--- src/rtl/rtc_irq_pkg.sv ---
package rtc_irq_pkg;
  localparam int DATA_W   = 8;
  localparam int NUM_EV   = 3;   // index 0 update, 1 alarm, 2 periodic
  localparam int POS_IRQ  = 7;
  localparam int POS_EV0  = 4;   // update flag bit; alarm and periodic follow upward
  localparam int POS_BATT = 7;
  localparam logic SEL_STATUS = 1'b0;
  localparam logic SEL_BATT   = 1'b1;
endpackage

--- src/rtl/rtc_tap_edge.sv ---
module rtc_tap_edge (
  input  logic clk,
  input  logic rst,
  input  logic tap_in,
  output logic tap_rise
);
  logic tap_q;

  always_ff @(posedge clk) begin
    if (rst) tap_q <= 1'b0;
    else     tap_q <= tap_in;
  end

  assign tap_rise = tap_in & ~tap_q;

  assert_single_pulse_R9: assert property (@(posedge clk) disable iff (rst)
    tap_rise |=> !tap_rise);
endmodule

--- src/rtl/rtc_flag_cell.sv ---
module rtc_flag_cell (
  input  logic clk,
  input  logic rst,
  input  logic ev,
  input  logic clr,
  output logic flag
);
  always_ff @(posedge clk) begin
    if (rst)      flag <= 1'b0;
    else if (ev)  flag <= 1'b1;
    else if (clr) flag <= 1'b0;
  end

  assert_event_sets_R6: assert property (@(posedge clk) disable iff (rst)
    ev |=> flag);
  assert_clear_drops_R5: assert property (@(posedge clk) disable iff (rst)
    (clr && !ev) |=> !flag);
  assert_sticky_R9: assert property (@(posedge clk) disable iff (rst)
    (flag && !clr) |=> flag);
endmodule

--- src/rtl/rtc_irq_status.sv ---
module rtc_irq_status
  import rtc_irq_pkg::*;
(
  input  logic              clk,
  input  logic              rst,
  input  logic              tap_in,
  input  logic              alarm_hit,
  input  logic              update_done,
  input  logic              en_periodic,
  input  logic              en_alarm,
  input  logic              en_update,
  input  logic              rd_stb,
  input  logic              rd_sel,
  input  logic              batt_ok,
  output logic [DATA_W-1:0] rd_data,
  output logic              irq_n
);
  logic              tap_rise;
  logic [NUM_EV-1:0] ev;
  logic [NUM_EV-1:0] en;
  logic [NUM_EV-1:0] flag_q;
  logic              clr_read;
  logic              irq_sum;
  logic [DATA_W-1:0] status_byte;
  logic [DATA_W-1:0] batt_byte;

  rtc_tap_edge u_edge (
    .clk(clk), .rst(rst), .tap_in(tap_in), .tap_rise(tap_rise)
  );

  assign ev       = {tap_rise, alarm_hit, update_done};
  assign en       = {en_periodic, en_alarm, en_update};
  assign clr_read = rd_stb && (rd_sel == SEL_STATUS);

  for (genvar g = 0; g < NUM_EV; g++) begin : g_flag
    rtc_flag_cell u_cell (
      .clk(clk), .rst(rst), .ev(ev[g]), .clr(clr_read), .flag(flag_q[g])
    );
  end

  assign irq_sum = |(flag_q & en);
  assign irq_n   = ~irq_sum;

  always_comb begin
    status_byte          = '0;
    status_byte[POS_IRQ] = irq_sum;
    for (int i = 0; i < NUM_EV; i++) status_byte[POS_EV0 + i] = flag_q[i];
    batt_byte            = '0;
    batt_byte[POS_BATT]  = batt_ok;
  end

  always_ff @(posedge clk) begin
    if (rst)         rd_data <= '0;
    else if (rd_stb) rd_data <= (rd_sel == SEL_BATT) ? batt_byte : status_byte;
  end

  assert_low_nibble_R1: assert property (@(posedge clk) disable iff (rst)
    (rd_stb && rd_sel == SEL_STATUS) |=> rd_data[3:0] == 4'b0);
  assert_release_R5: assert property (@(posedge clk) disable iff (rst)
    (clr_read && ev == '0) |=> irq_n);
  assert_batt_byte_R8: assert property (@(posedge clk) disable iff (rst)
    (rd_stb && rd_sel == SEL_BATT) |=> rd_data == {$past(batt_ok), 7'b0});
  assert_batt_keeps_R8: assert property (@(posedge clk) disable iff (rst)
    (rd_stb && rd_sel == SEL_BATT) |=> flag_q == ($past(flag_q) | $past(ev)));
  assert_tap_sets_R2: assert property (@(posedge clk) disable iff (rst)
    $rose(tap_in) |=> flag_q[2]);
endmodule

--- config.mk ---
export PLATFORM = sky130hd
export DESIGN_NAME = rtc_irq_status
export DESIGN_NICKNAME = d
export VERILOG_FILES = /design/src/rtl/rtc_irq_pkg.sv /design/src/rtl/rtc_tap_edge.sv /design/src/rtl/rtc_flag_cell.sv /design/src/rtl/rtc_irq_status.sv
export SDC_FILE = /design/constraint.sdc
export NUM_CORES = 1
export LEC_CHECK = 0
export BUFFER_PORTS_ARGS = -buffer_cell sky130_fd_sc_hd__clkbuf_2
export CAP_MARGIN = 10
export CORE_AREA = 3 3 40 42
export DETAILED_ROUTE_END_ITERATION = 6
export DIE_AREA = 0 0 43 45
export PLACE_DENSITY_LB_ADDON = 0.12
export SYNTH_ARGS = -nofsm -noshare
export SYNTH_HDL_FRONTEND = slang
export SYNTH_SLANG_ARGS = --single-unit
--- constraint.sdc ---
create_clock -name clk -period 1 [get_ports clk]
set_input_delay 0.05 -clock clk [delete_from_list [all_inputs] [get_ports clk]]
set_output_delay 0.05 -clock clk [all_outputs]
set_load 0.005 [all_outputs]
==> qor.yml <==
clock_tree:
  cts_tree: "yes"
  cts_buffers: 3
  clock_path_buffers: 2
  cts_root_buf: "clkbuf_4"
  htreeDepth: 1
  clkTransAtPathRegs_ns: 0.05
  clock_latency_ns: 0.24
  cts_hold_buf: 0
  cts.sinks: 8
worst_hold_path:
  hp-start: "update_done"
  min_path_type: "primary input to flip-flop"
sta:
  setup_viol: 2
  finalSetupTns_ns: -0.2008
  timing.final.crit_share_pct: 115.1
  holdWs_ns: 0.01321
  finalMaxSlewViolations: 0
  skew_ns: 0.0001525
  setup_ws_ns: -0.1509
  finalHoldViolations: 0
  fin_crit_ns: 1.151
  rsz0062_at_grt: "yes"
  max_freq_mhz: 868.9
synthesis:
  ys_types: 13
  syn_inst: 36
  synth_seq_cells: 8
  avgSynthCellArea_um2: 9.349
  yosys_warnings: 0
  ys_top_cells_by_area: "dfxtp_1 48%, a21oi_1 8.9%, buf_4 8.9%, nand2b_1 7.4%, nand3b_1 6.7%"
  seq_area_frac_synth_pct: 47.58
  yosys.area.top_type: "dfxtp_1"
  netlist_area_um2: 336.6
  netlist.area_leader.share_pct: 47.58
die:
  ioPinCount: 20
  rows: 13
  die_x_um: 43
  core-area_mm2: 0.001285
  dieHeight_um: 45
  die-area_mm2: 0.001935
  start_util_pct: 26.19
placed_design:
  io_buffer_count: 15
  place_ws_ns: -0.002785
  dp_cells: 64
  gp_congestion: 0.6903
  hpwl_um: 554
power:
  irDropWorstVdd_mv: 0.6327
  leakage_uw: 0.0002037
  power_density_mw_per_mm2: 1477
grt:
  first_global_vias: 272
  grt_pass1_wl_mm: 1.138
  grt_overflow: 0
  grt_usage_pct: 8.417
  grt_max_degree: 11
  antenna_found_initial: 0
cells_and_area:
  utilization_pct: 35.35
  area_growth_pct: 34.94
  final_cell_mix: "14 x clkbuf_2, 6 x a21oi_1, 6 x dfxtp_1"
  num-nets-final: 67
  final_common_cell: "clkbuf_2"
  antenna_cells: 0
  drive_gt1_share_pct: 42.59
  fillCellCount: 133
  fin_cells: 69
critical_path:
  timing_worst_setup_path_type: "flip-flop to output pin"
  crit_start: "g_flag[0].u_cell.flag"
  cp.arrival_ns: 1.10
  cp.required_ns: 0.95
  start_kind: "flip-flop"
  critical_path.max_fanout: 3
  rr_startpoint: "g_flag[0].u_cell.flag"
  r2r_slack_ns: -0.05
  end_kind: "output pin"
job:
  drv_cap: 0
routing:
  dr.first_iter.drc_count: 5
  drc: 0
  firstDrtPassIters: 6
  via_per_inst: 4.493
  wirelength_um: 696
  via_count: 310
  final_antenna_net_count: 0
  wl_per_cell_um: 10.09
status:
  violations: "setup timing"
  outcome: "finished with violations"
through the flow:
stage | instance area [µm²] | total power (µW)
floorplan | 347.8 | 402.0
global placement | 406.6 | 429.4
detailed placement | 406.6 | 431.7
CTS | 452.9 | 686.2
global route | 454.2 | 712.9
finish | 454.2 | 670.8
critical path: stages (launching register included):
cell and delay (ns):
dfxtp_2 0.32, a222oi_1 0.35, buf_2 0.18
report_power, final:
group	switching, µW	total, µW	internal, µW
combinational	41.7	91.5	49.8
sequential	9.95	348	338
clock	94.8	231	136
final cells by class:
class	count	area, µm²	share of cell area, %
well taps	15	18.77	4.132
clock buffers	3	22.52	4.959
multi-input cells	26	160.2	35.26
repair buffers	17	90.09	19.83
flip-flops and latches	8	162.7	35.81
worst paths after layout:
| path | to | cells after the start |
|---|---|---|
| max reg2reg | rd_data[7] | 3 |
| min | g_flag[0].u_cell.flag | 3 |
| min reg2reg | rd_data[5] | 2 |
| max | irq_n | 2 |
what timing repair did:
action	CTS	global route
setup buffers	2	1
pin swaps	2	1
cloned	0	0
resized for setup	2	2
setup endpoints to repair	2	2
synth_stat cells, drive strengths merged:
library cell  count
a21oi             6
nand3b            3
conb              1
nand4b            1
a222oi            1
or3b              1
buf               5
nand2b            4
nor2              3
nor2b             2
dfxtp             8
o311ai            1
registers in the layout, indices dropped and copies added (netlist names):
register            cells
g_flag.u_cell.flag      3
rd_data                 4
u_edge.tap_q            1
cells by family (layout without fill, tap and decap cells):
logic type,Yosys count,count (layout),synth area share (%)
other cells,1,4,1.114
compound gates,8,8,14.50
flops,8,8,47.58
buf+inv,5,20,10.41
simple gates,14,14,26.39
routing by layer:
metal  vias up  GRT usage [%]  wire length (µm)
li1        156              -                 -
met1       133          9.662               318
met2        19          11.38               278
met3         2          3.187                95
met4         0          9.036                 4
met5         -              0                 0
Power figures use the tool's default switching activity.
